File: src/rtl/std_id_pkg.sv
package std_id_pkg;

  localparam int NCAND = 5;
  localparam int CW    = $clog2(NCAND);

  typedef enum logic [1:0] {
    STD_PAL   = 2'b00,
    STD_NTSC  = 2'b01,
    STD_SECAM = 2'b10
  } std_e;

  typedef struct packed {
    std_e family;
    logic on_ref;
  } cand_t;

  typedef enum logic {
    SEQ_SEARCH = 1'b0,
    SEQ_LOCK   = 1'b1
  } seq_e;

  localparam logic [2:0] ST_PAL_SEC   = 3'b000;
  localparam logic [2:0] ST_PAL_REF   = 3'b001;
  localparam logic [2:0] ST_NTSC_SEC  = 3'b010;
  localparam logic [2:0] ST_NTSC_REF  = 3'b011;
  localparam logic [2:0] ST_ILLEGAL   = 3'b100;
  localparam logic [2:0] ST_SECAM_REF = 3'b101;
  localparam logic [2:0] ST_OFF       = 3'b110;

  // Search order: index 0 is visited first after reset.
  function automatic cand_t cand_decode(input logic [CW-1:0] idx);
    cand_t c;
    case (idx)
      3'd0:    c = '{family: STD_PAL,   on_ref: 1'b1};
      3'd1:    c = '{family: STD_PAL,   on_ref: 1'b0};
      3'd2:    c = '{family: STD_NTSC,  on_ref: 1'b1};
      3'd3:    c = '{family: STD_NTSC,  on_ref: 1'b0};
      default: c = '{family: STD_SECAM, on_ref: 1'b1};
    endcase
    return c;
  endfunction

endpackage

File: src/rtl/std_legal_mask.sv
module std_legal_mask
  import std_id_pkg::*;
#(
  parameter int N = NCAND
) (
  input  logic [1:0]   xtal_cfg,
  input  logic         force_mode,
  input  logic         force_secam,
  input  logic         force_ref,
  output logic [N-1:0] mask,
  output logic         illegal_force
);

  logic two_xtal;
  logic has_44;

  assign two_xtal      = (xtal_cfg == 2'b00) || (xtal_cfg == 2'b11);
  assign has_44        = xtal_cfg[1];
  assign illegal_force = force_mode & force_secam & ~force_ref;

  for (genvar g = 0; g < N; g++) begin : g_cand
    localparam cand_t C = cand_decode(CW'(g));
    logic hw_ok;
    logic force_ok;

    if (C.family == STD_SECAM) begin : g_secam
      assign hw_ok    = has_44;
      assign force_ok = ~force_mode | (force_secam & force_ref);
    end else if (C.on_ref) begin : g_ref
      assign hw_ok    = 1'b1;
      assign force_ok = ~force_mode | (~force_secam & force_ref);
    end else begin : g_sec
      assign hw_ok    = two_xtal;
      assign force_ok = ~force_mode | (~force_secam & ~force_ref);
    end

    assign mask[g] = hw_ok & force_ok;
  end

endmodule

File: src/rtl/std_next_pick.sv
module std_next_pick
  import std_id_pkg::*;
#(
  parameter int N = NCAND,
  parameter int W = CW
) (
  input  logic [W-1:0] cur,
  input  logic [N-1:0] mask,
  output logic [W-1:0] nxt,
  output logic         any_legal
);

  // Scan from the farthest offset down to the nearest so that the
  // nearest legal successor wins; offset N (cur itself) has the lowest rank.
  always_comb begin
    nxt = cur;
    for (int k = N; k >= 1; k--) begin
      if (mask[(int'(cur) + k) % N]) nxt = W'((int'(cur) + k) % N);
    end
  end

  assign any_legal = |mask;

endmodule

File: src/rtl/std_search_fsm.sv
module std_search_fsm
  import std_id_pkg::*;
#(
  parameter int W            = CW,
  parameter int DWELL_FIELDS = 4,
  parameter int LOSS_FIELDS  = 2
) (
  input  logic         clk,
  input  logic         rst_n,
  input  logic         field_tick,
  input  logic         ident_ok,
  input  logic         cur_legal,
  input  logic         any_legal,
  input  logic [W-1:0] nxt,
  output logic [W-1:0] cand,
  output logic         locked
);

  localparam int DW = $clog2(DWELL_FIELDS + 1);
  localparam int LW = $clog2(LOSS_FIELDS + 1);
  localparam logic [DW-1:0] DWELL_LAST = DW'(DWELL_FIELDS - 1);
  localparam logic [LW-1:0] LOSS_LAST  = LW'(LOSS_FIELDS - 1);

  seq_e          state_q;
  logic [W-1:0]  cand_q;
  logic [DW-1:0] dwell_q;
  logic [LW-1:0] miss_q;

  always_ff @(posedge clk) begin
    if (!rst_n) begin
      state_q <= SEQ_SEARCH;
      cand_q  <= '0;
      dwell_q <= '0;
      miss_q  <= '0;
    end else if (!cur_legal) begin
      state_q <= SEQ_SEARCH;
      dwell_q <= '0;
      miss_q  <= '0;
      if (any_legal) cand_q <= nxt;
    end else if (field_tick) begin
      case (state_q)
        SEQ_SEARCH: begin
          if (ident_ok) begin
            state_q <= SEQ_LOCK;
            dwell_q <= '0;
            miss_q  <= '0;
          end else if (dwell_q == DWELL_LAST) begin
            cand_q  <= nxt;
            dwell_q <= '0;
          end else begin
            dwell_q <= dwell_q + 1'b1;
          end
        end
        default: begin
          if (ident_ok) begin
            miss_q <= '0;
          end else if (miss_q == LOSS_LAST) begin
            state_q <= SEQ_SEARCH;
            dwell_q <= '0;
            miss_q  <= '0;
          end else begin
            miss_q <= miss_q + 1'b1;
          end
        end
      endcase
    end
  end

  assign cand   = cand_q;
  assign locked = (state_q == SEQ_LOCK);

endmodule

File: src/rtl/std_status_enc.sv
module std_status_enc
  import std_id_pkg::*;
(
  input  cand_t      cur,
  input  logic       kill,
  input  logic       illegal_force,
  output logic [2:0] status
);

  always_comb begin
    if (illegal_force)               status = ST_ILLEGAL;
    else if (kill)                   status = ST_OFF;
    else if (cur.family == STD_SECAM) status = ST_SECAM_REF;
    else if (cur.family == STD_NTSC) status = cur.on_ref ? ST_NTSC_REF : ST_NTSC_SEC;
    else                             status = cur.on_ref ? ST_PAL_REF : ST_PAL_SEC;
  end

endmodule

File: src/rtl/std_id_seq.sv
module std_id_seq
  import std_id_pkg::*;
#(
  parameter int DWELL_FIELDS = 4,
  parameter int LOSS_FIELDS  = 2
) (
  input  logic       clk,
  input  logic       rst_n,
  input  logic [1:0] xtal_cfg,
  input  logic       force_mode,
  input  logic       force_secam,
  input  logic       force_ref,
  input  logic       field_tick,
  input  logic       ident_ok,
  output logic [1:0] std_sel,
  output logic       xtal_ref,
  output logic       colour_kill,
  output logic [2:0] status
);

  logic [NCAND-1:0] mask;
  logic             illegal_force;
  logic [CW-1:0]    cand;
  logic [CW-1:0]    nxt;
  logic             any_legal;
  logic             cur_legal;
  logic             locked;
  cand_t            cur;

  std_legal_mask #(.N(NCAND)) u_mask (
    .xtal_cfg      (xtal_cfg),
    .force_mode    (force_mode),
    .force_secam   (force_secam),
    .force_ref     (force_ref),
    .mask          (mask),
    .illegal_force (illegal_force)
  );

  std_next_pick #(.N(NCAND), .W(CW)) u_pick (
    .cur       (cand),
    .mask      (mask),
    .nxt       (nxt),
    .any_legal (any_legal)
  );

  assign cur_legal = mask[cand];

  std_search_fsm #(
    .W            (CW),
    .DWELL_FIELDS (DWELL_FIELDS),
    .LOSS_FIELDS  (LOSS_FIELDS)
  ) u_fsm (
    .clk        (clk),
    .rst_n      (rst_n),
    .field_tick (field_tick),
    .ident_ok   (ident_ok),
    .cur_legal  (cur_legal),
    .any_legal  (any_legal),
    .nxt        (nxt),
    .cand       (cand),
    .locked     (locked)
  );

  assign cur         = cand_decode(cand);
  assign std_sel     = cur.family;
  assign xtal_ref    = cur.on_ref;
  assign colour_kill = ~(locked & cur_legal);

  std_status_enc u_stat (
    .cur           (cur),
    .kill          (colour_kill),
    .illegal_force (illegal_force),
    .status        (status)
  );

endmodule

File: config.mk
export PLATFORM = sky130hd
export DESIGN_NAME = std_id_seq
export DESIGN_NICKNAME = d
export VERILOG_FILES = /design/src/rtl/std_id_pkg.sv /design/src/rtl/std_legal_mask.sv /design/src/rtl/std_next_pick.sv /design/src/rtl/std_search_fsm.sv /design/src/rtl/std_status_enc.sv /design/src/rtl/std_id_seq.sv
export SDC_FILE = /design/constraint.sdc
export NUM_CORES = 1
export LEC_CHECK = 0
export BUFFER_PORTS_ARGS = -buffer_cell sky130_fd_sc_hd__clkbuf_2
export CAP_MARGIN = 20
export CORE_ASPECT_RATIO = 1.25
export CORE_MARGIN = 4
export CORE_UTILIZATION = 60
export DETAILED_ROUTE_END_ITERATION = 7
export GPL_TIMING_DRIVEN = 0
export PLACE_DENSITY = 0.8
export SLEW_MARGIN = 5
export SYNTH_ARGS = -nofsm -noshare
export SYNTH_HDL_FRONTEND = slang
export SYNTH_SLANG_ARGS = --single-unit
File: constraint.sdc
create_clock -name clk -period 6.5 [get_ports clk]
set_clock_uncertainty 0.05 [all_clocks]
set_input_delay 1.3 -clock clk [delete_from_list [all_inputs] [get_ports clk]]
set_output_delay 1.3 -clock clk [all_outputs]
set_load 0.05 [all_outputs]
**Word level (Yosys, flattened, before mapping)**

Index checks and enable logic that the tools add are counted.

- Register bits after elaboration: 9
- Word-level logic and storage cells: 109

- Add/sub/neg operators: 7
- Div/mod/pow operators: 5
- Magnitude comparators: 6
- Eq/ne operators: 14
- Muxes and demuxes: 48
- Bitwise logic cells: 15
- Reductions and logical operators: 10

Operator list:

| cell | number |
|---|---|
| $lt A32 B5 Y1 const B | 5 |
| $mod A32 B4 Y32 const B | 5 |
| $mux W3 | 20 |
| $bmux W1 S3 | 6 |
| $mux W1 | 17 |
| $pmux W3 S4 | 1 |
| $ne A2 B2 Y1 const B | 5 |
| $eq A3 B2 Y1 const B | 3 |
| $add A3 B2 Y4 const B | 2 |
| $add A3 B3 Y4 const B | 2 |
| $and A1 B1 Y1 | 8 |
| $mux W2 | 4 |
| $reduce_and A5 Y1 | 1 |
| $add A3 B1 Y4 const B | 1 |
| $eq A2 B1 Y1 const B | 2 |
| $eq A2 B2 Y1 const B | 2 |
| $lt A3 B4 Y1 const B | 1 |
| $not A1 Y1 | 4 |
| $reduce_and A2 Y1 | 2 |
| $reduce_bool A2 Y1 | 2 |
| $add A3 B1 Y3 const B | 1 |
| $eq A3 B1 Y1 const B | 1 |
| $logic_not A3 Y1 | 1 |
| $or A1 B1 Y1 | 3 |
| 6 further kinds | 6 |

**Depth between registers and ports, before layout**

Gate-level depths: netlist (run 1).

- Word-level depth: 17
- Mapped depth: 18

**Cells and area by module**

From an unflattened synthesis (run 1), not the netlist that was laid out.

- Cell total of the unflattened synthesis: 306
- Area, all modules: 2344.7 µm²

By module, submodules not included:

| module | times used | cells each | area each (µm²) | sequential area each (µm²) |
|---|---|---|---|---|
| std_next_pick | 1 | 227 | 1707.9 | 0.0 |
| std_search_fsm | 1 | 51 | 456.7 | 180.2 |
| std_id_seq | 1 | 10 | 71.3 | 0.0 |
| std_legal_mask | 1 | 11 | 70.1 | 0.0 |
| std_status_enc | 1 | 7 | 38.8 | 0.0 |

**Worst setup path before layout (run 1)**

OpenSTA, ideal clock, no wires.

- Kind: input-to-output
- Start point: input force_secam
- End point: output status[1]
- Arrival: 3252 ps
- Required time: 5150 ps
- Path slack: 1898 ps
- Stages on the path: 8
- Buffers on the path: 0
- Path through: nand2_1 -> nand2_1 -> and2_2 -> a221oi_1 -> nor2_1 -> nand2_1 -> nor2_1 -> a31oi_1

- Longest elaborated chain between the ends: 9
- Elaborated cells on any way between the ends: 16
- Those cells by class: mux: 4; bitwise: 12

RTL lines:

| element | RTL line | text |
|---|---|---|
| start: declaration | std_id_seq.sv:11 | `input logic force_secam,` |
| $not A1 Y1 | std_legal_mask.sv:31, std_legal_mask.sv:34 |  |
| $and A1 B1 Y1 | std_legal_mask.sv:34 | `assign force_ok = ~force_mode \| (~force_secam & ~force_ref);` |
| $or A1 B1 Y1 | std_legal_mask.sv:34 |  |
| $and A1 B1 Y1 | std_legal_mask.sv:37 | `assign mask[g] = hw_ok & force_ok;` |
| $bmux W1 S3 | std_id_seq.sv:46 | `assign cur_legal = mask[cand];` |
| $mux W1 (implied by the code) | std_id_seq.sv:46 |  |
| $and A1 B1 Y1 | std_id_seq.sv:67 | `assign colour_kill = ~(locked & cur_legal);` |
| $mux W3 | std_status_enc.sv:12 | `else if (kill) status = ST_OFF;` |
| $mux W3 (*) | std_status_enc.sv:11 | `if (illegal_force) status = ST_ILLEGAL;` |
| end: declaration | std_id_seq.sv:18 | `output logic [2:0] status` |

Every way passes the cells marked *; elsewhere a longest branch is shown, timed or not. The select of a mux whose other input is x is not followed.

**Worst setup path after layout (run 1)**

- Start point: register u_fsm.cand_q[2] (netlist: u_fsm.cand[2])
- End point: register u_fsm.cand_q[1] (netlist: u_fsm.cand[1])

- Longest elaborated chain between the ends: 15
- Elaborated cells on any way between the ends: 44
- Those cells by class: add/sub: 5; div: 5; eq/ne: 4; mux: 28; reduce/logical: 2

RTL lines:

| element | RTL line | text |
|---|---|---|
| start: declaration | std_search_fsm.sv:25 | `logic [W-1:0] cand_q;` |
| start signal: assignment | std_search_fsm.sv:39 | `if (any_legal) cand_q <= nxt;` |
| start signal: assignment | std_search_fsm.sv:48 | `cand_q <= nxt;` |
| $add A3 B3 Y4 | std_next_pick.sv:18 | `if (mask[(int'(cur) + k) % N]) nxt = W'((int'(cur) + k) % N);` |
| $mod A32 B4 Y32 | std_next_pick.sv:18 |  |
| $bmux W1 S3 | std_next_pick.sv:18 |  |
| $mux W1 (implied by the code) (2 in series) | std_next_pick.sv:18 |  |
| $mux W3 (5 in series) | std_next_pick.sv:18 |  |
| $mux W3 | std_search_fsm.sv:47 | `end else if (dwell_q == DWELL_LAST) begin` |
| $mux W3 | std_search_fsm.sv:43 | `if (ident_ok) begin` |
| $mux W3 | std_search_fsm.sv:41 | `case (state_q)` |
| $mux W3 | std_search_fsm.sv:40 | `end else if (field_tick) begin` |
| $mux W3 | std_search_fsm.sv:35 | `end else if (!cur_legal) begin` |

Several ways; a longest one is shown, not always the timed one. The select of a mux whose other input is x is not followed.
A chain may end at the register's enable or synchronous reset.

==> run metrics, run 1 <==
clock period minus final worst setup slack=4.69 ns; total CTS buffers=3; total routed wirelength=5140 um; worst-margin pin slew=0.583 ns; Post-synth ARST share=0; sequential share of the synthesized area=0.0901; critical path required time=6.63 ns; CP Max Fanout=12; number of global-route vias before repair=1928; normalized max-slew margin=0.607; number of synthesized flops with an enable pin=0; TritonCTS clock tree=yes; Hold Crit Start=u_fsm.dwell_q[2]$_SDFFE_PN0P_; drt via density=6.52; number of buffers inserted for hold repair after clock tree synthesis=0; effective utilization at floorplan=0.626; residual overflow from global routing=0; dpl cell area=2120 sq um; post-synth net total=313; cell class contributing the biggest share of worst-path delay=compound AO/OA/AOI/OAI gates; highest achievable clock rate=213 MHz; wire per inst=15.6 um; chip height=72.6 um; Global Route met1 Usage=0.304; global router's overall resource usage=0.246; weighted congestion reported at the end of routability-driven placement=0.907; RSZ-0062 raised after global routing=no; Worst-path clk slew=0.04 ns; die span in x=59.7 um; critical path launch point type=register; # fillers=290; antenna violations before repair=0; Worst EP arrival=4.81 ns; most common cell in the netlist=sky130_fd_sc_hd__ha_1; share of final-layout standard cells stronger than drive strength 1=0.140; number of top-level pins=16; area growth from synthesis to layout=8.32%; Root Buffer=sky130_fd_sc_hd__clkbuf_8; Resized Gates After CTS=0; Max H-tree Level=1; design area=2170 sq um; Critical Path Source=u_fsm.cand[2]$_SDFFE_PN0P_; number of DRC markers after the initial detailed-route iteration=81; kind of end point of the critical path=register; top cells by area, synth=sky130_fd_sc_hd__ha_1 19%, sky130_fd_sc_hd__dfxtp_1 9.0%, sky130_fd_sc_hd__o21ai_0 5.5%; Placed Instances=326; maximum number of pins on one net before global-route repair=13; summed instance area of the synthesized netlist=2000 sq um; Reg-to-Reg Start=u_fsm.cand[2]$_SDFFE_PN0P_; Synth top area share=0.188; Die Outline Area=4330 sq um; cell taking the most area after synthesis=sky130_fd_sc_hd__ha_1; Post-DP HPWL=4060 um; Final period util=0.721; count of endpoints failing hold in the final timing report=0; number of library cell types mapped by synthesis=65; via total after detailed routing=2152; count of standard-cell rows=23; Global Route met3 Usage=0.0142; final antenna diode count=0; net count of the finished layout=333; final-report setup violation count=0; final slew viol count=0; post-route DRC violation count=0; gate count of the mapped netlist=274; count of maximum capacitance violations=0; commonest cells in the netlist=30 x sky130_fd_sc_hd__ha_1, 22 x sky130_fd_sc_hd__o21ai_0, 21 x sky130_fd_sc_hd__inv_1, 19 x sky130_fd_sc_hd__nor2_1, 17 x sky130_fd_sc_hd__nand2_1; Post-Synthesis Mean Instance Area=7.30 sq um; met2 GRT Util=0.441; global-route layer with the greatest usage=met2; status=finished clean; setup TNS after final layout=0 ns; register-to-register setup slack=1.81 ns; Warnings, synthesis=0; maximum clock insertion buffer count=2; clock insertion delay at the later pin of the skew report=0.23 ns; class of the tightest hold or removal check=register to register; Pre-Repair DR Iteration Count=5; Critical Path, Cell by Cell=buf_2 -> inv_1 -> ha_1 -> inv_1 -> ha_1 -> nor3_1 -> o21ai_0 -> and2_1 -> ha_1 -> inv_1 -> nor2_1 -> o31ai_1 -> xnor2_1 -> mux2i_1 -> o21ai_0 -> o31a_1 -> o311ai_1 -> o211a_1; Cell Count, Final, Fillers Out=330; Setup CP Type=register to register; number of buffers added for setup after CTS=0; placeable core region=3190 sq um; post-synthesis register bit count=9; number of buffers added on ports=15; slowest stage delay, CP=0.53 ns; main flop type after synthesis=sky130_fd_sc_hd__dfxtp_1; residual antenna-violating net count after detailed routing=0; post-layout util=0.678; global-route wire length before repair=8540 um; clock sinks=9; critical path buffer and inverter count=4; CP max stage cell=sky130_fd_sc_hd__ha_1
[per-stage QoR]
stage	hold WS (ns)	worst slack (ns)
CTS	0.401	1.86
global route	0.445	1.41
floorplan	0.373	1.90
finish	0.408	1.81
detailed placement	0.393	1.88
global placement	0.393	1.95
[cell usage in the layout (no fill, tap or decap), drive strengths merged, types with 2 or more instances in the layout]
cell,count
inv,25
o31a,3
and2,7
or2,4
nor4b,2
a221oi,2
a21boi,2
nand2b,6
a21oi,13
a31oi,4
nor2b,5
buf,8
or3,2
nand3,16
nor3,5
nand4,2
or4,3
mux2,2
ha,30
dfxtp,9
mux2i,8
nor2,19
nand2,18
o211ai,3
a32oi,3
xnor2,5
a21o,3
o21ai,25
o21a,2
a22oi,2
a211oi,7
o211a,6
clkbuf,21
[state kept, by name (all words and copies together), names as in the netlist]
name	cells
u_fsm.dwell_q	3
u_fsm.miss_q	2
u_fsm.cand	3
u_fsm.locked	1
[final timing paths]
path / endpoint / depth (start not counted)
setup / recovery: u_fsm.cand[1]$_SDFFE_PN0P_ / 18
hold reg to reg: u_fsm.dwell_q[2]$_SDFFE_PN0P_ / 2
setup reg to reg: u_fsm.cand[1]$_SDFFE_PN0P_ / 18
hold / removal: u_fsm.dwell_q[2]$_SDFFE_PN0P_ / 2
[layout make-up]
cell class | instances | area [sq um] | area share
Sequential cell | 9 | 180 | 0.0831
Tap cell | 37 | 46.3 | 0.0214
Timing Repair Buffer | 15 | 75.1 | 0.0346
Clock buffer | 4 | 45.0 | 0.0208
Inverter | 25 | 93.8 | 0.0433
Buffer | 10 | 51.3 | 0.0237
Multi-Input combinational cell | 230 | 1680 | 0.773
[routing by layer]
metal	routed length (um)	vias to the layer above	share of wire
met5	0	-	0
met4	71	0	0.014
met3	230	11	0.045
met2	2670	71	0.52
met1	2170	1009	0.42
li1	-	1061	-
[cells by family after synthesis]
| group | Yosys count | share of synthesized area |
|---|---|---|
| compound gates | 89 | 0.316 |
| xor+xnor | 5 | 0.0219 |
| fa+ha+maj | 30 | 0.188 |
| buf+inv | 35 | 0.0725 |
| flops | 9 | 0.0901 |
| mux | 10 | 0.0513 |
| simple gates | 96 | 0.260 |
[worst register-to-register path, delay by kind of cell (launching register included)]
kind / cells / cell delay, ns
flops: 1 / 0.38
buf+inv: 4 / 0.69
mux: 1 / 0.20
xor+xnor: 1 / 0.23
compound gates: 6 / 1.47
simple gates: 3 / 0.66
fa+ha+maj: 3 / 0.95
Power of run 1 is left out: the tool's default activity adds up to more than one toggle a clock period on the data nets, which glitch-free logic cannot reach.
==> run 2, diff against run 1 <==
==> constraint.sdc (replaced) <==
create_clock -name clk -period 4.7 [get_ports clk]
set_clock_uncertainty 0.05 [all_clocks]
set_input_delay 0.94 -clock clk [delete_from_list [all_inputs] [get_ports clk]]
set_output_delay 0.94 -clock clk [all_outputs]
set_load 0.05 [all_outputs]
==> run metrics, run 2 (synthesis gave the netlist of run 1 again) <==
residual overflow from global routing=0 (unchanged); residual antenna-violating net count after detailed routing=0 (unchanged); post-route DRC violation count=0 (unchanged); final-report setup violation count=0 (unchanged); slowest stage delay, CP=0.49 ns (-0.04 ns); CP max stage cell=sky130_fd_sc_hd__ha_2; placeable core region=3190 sq um (unchanged); global router's overall resource usage=0.246 (unchanged); RSZ-0062 raised after global routing=no; Worst EP arrival=4.52 ns (-0.29 ns); total routed wirelength=5170 um (+0.58%); cell class contributing the biggest share of worst-path delay=compound AO/OA/AOI/OAI gates; CP Max Fanout=11 (-1); number of buffers added on ports=15 (unchanged); count of maximum capacitance violations=0 (unchanged); maximum number of pins on one net before global-route repair=13 (unchanged); antenna violations before repair=0 (unchanged); worst-margin pin slew=0.580 ns (-0.00316 ns); Critical Path, Cell by Cell=buf_4 -> inv_1 -> ha_2 -> buf_2 -> o21ai_0 -> mux2_2 -> ha_1 -> nor2b_1 -> o21ai_0 -> a32oi_1 -> o211a_1 -> o211a_1 -> or3_1 -> o211a_1 -> o311ai_1 -> o211a_1; count of standard-cell rows=23 (unchanged); Final period util=0.935 (+0.213); total CTS buffers=3 (unchanged); maximum clock insertion buffer count=2 (unchanged); clock period minus final worst setup slack=4.39 ns (-0.296 ns); most frequent cells in the layout=28 x sky130_fd_sc_hd__ha_1, 21 x sky130_fd_sc_hd__inv_1, 21 x sky130_fd_sc_hd__o21ai_0; final antenna diode count=0 (unchanged); Die Outline Area=4330 sq um (unchanged); highest achievable clock rate=228 MHz (+6.7%); Critical Path Most Common Cell=sky130_fd_sc_hd__o211a_1; status=finished clean; chip height=72.6 um (unchanged); clock insertion delay at the later pin of the skew report=0.23 ns (about the same); net count of the finished layout=333 (unchanged); effective utilization at floorplan=0.626 (unchanged); critical path required time=4.82 ns (-1.81 ns); via total after detailed routing=2150 (-0.093%); global-route wire length before repair=8540 um (unchanged); TritonCTS clock tree=yes; count of endpoints failing hold in the final timing report=0 (unchanged); setup TNS after final layout=0 ns (unchanged); Max H-tree Level=1 (unchanged); Pre-Repair DR Iteration Count=6 (+1); critical path buffer and inverter count=3 (-1); wire per inst=15.7 um (+0.58%); share of final-layout standard cells stronger than drive strength 1=0.157 (+0.0171); drt via density=6.52 (about the same); weighted congestion reported at the end of routability-driven placement=0.907 (unchanged); Post-DP HPWL=4060 um (unchanged); area growth from synthesis to layout=9.63%; Setup CP Type=register to register; Worst-path clk slew=0.04 ns (about the same); number of DRC markers after the initial detailed-route iteration=119 (+47%); final slew viol count=0 (unchanged); number of top-level pins=16 (unchanged); kind of end point of the critical path=register; class of the tightest hold or removal check=register to register; Root Buffer=sky130_fd_sc_hd__clkbuf_8; number of global-route vias before repair=1928 (unchanged); clock sinks=9 (unchanged); worst hold margin=0.407 ns (-0.00160 ns); critical path launch point type=register; die span in x=59.7 um (unchanged); normalized max-slew margin=0.609 (+0.00213); most frequent standard cell in the layout excluding fill and tap cells=sky130_fd_sc_hd__ha_1
-- run 2: stage by stage --
stage	cells	utilization	area, sq um	setup slack (ns)
2_1_floorplan	274	-	2000	0.595
3_3_place_gp	326	0.664	2120	0.150
3_5_place_dp	326	0.664	2120	0.0839
4_1_cts	330	0.678	2170	0.0635
5_1_grt	330	0.687	2190	0.0324
6_report	330	0.687	2190	0.307
-- run 2: metal layers --
metal	GRT usage	vias to the layer above	part of all wire
met5	0	-	0
li1	-	1055	-
met4	0.0837	0	0.020
met1	0.304	1029	0.43
met2	0.441	54	0.52
met3	0.0142	12	0.030
-- run 2: worst paths after layout --
check,end,cells after the start,start,slack (ns)
worst max-delay path,u_fsm.cand[1]$_SDFFE_PN0P_,16,u_fsm.cand[1]$_SDFFE_PN0P_,0.31
worst min-delay path,u_fsm.dwell_q[2]$_SDFFE_PN0P_,2,u_fsm.dwell_q[2]$_SDFFE_PN0P_,0.41
worst max register to register,u_fsm.cand[1]$_SDFFE_PN0P_,16,u_fsm.cand[1]$_SDFFE_PN0P_,0.31
worst min register to register,u_fsm.dwell_q[2]$_SDFFE_PN0P_,2,u_fsm.dwell_q[2]$_SDFFE_PN0P_,0.41
-- run 2: area by class of cell --
type | instances | area, sq um
Buffer | 10 | 51.3
Clock buffer | 4 | 45.0
Fill cell | 281 | 1000
Inverter | 25 | 93.8
Multi-Input combinational cell | 230 | 1700
Sequential cell | 9 | 181
Tap cell | 37 | 46.3
Timing Repair Buffer | 15 | 75.1
-- run 2: timing repair --
item / in CTS / in global routing
hold buffers: 0 / 0
setup buffers: 0 / 0
endpoints found under the setup margin: 0 / 3
resized for setup: 0 / 7
-- run 2: worst register-to-register path: stages, from the launching register on --
cell and delay (ns):
sky130_fd_sc_hd__dfxtp_1 0.46, sky130_fd_sc_hd__buf_4 0.22, sky130_fd_sc_hd__inv_1 0.20, sky130_fd_sc_hd__ha_2 0.49, sky130_fd_sc_hd__buf_2 0.24, sky130_fd_sc_hd__o21ai_0 0.12, sky130_fd_sc_hd__mux2_2 0.33, sky130_fd_sc_hd__ha_1 0.22
sky130_fd_sc_hd__nor2b_1 0.13, sky130_fd_sc_hd__o21ai_0 0.10, sky130_fd_sc_hd__a32oi_1 0.21, sky130_fd_sc_hd__o211a_1 0.25, sky130_fd_sc_hd__o211a_1 0.22, sky130_fd_sc_hd__or3_1 0.36, sky130_fd_sc_hd__o211a_1 0.25, sky130_fd_sc_hd__o311ai_1 0.31
sky130_fd_sc_hd__o211a_1 0.19
Power of run 2 is left out for the same reason.
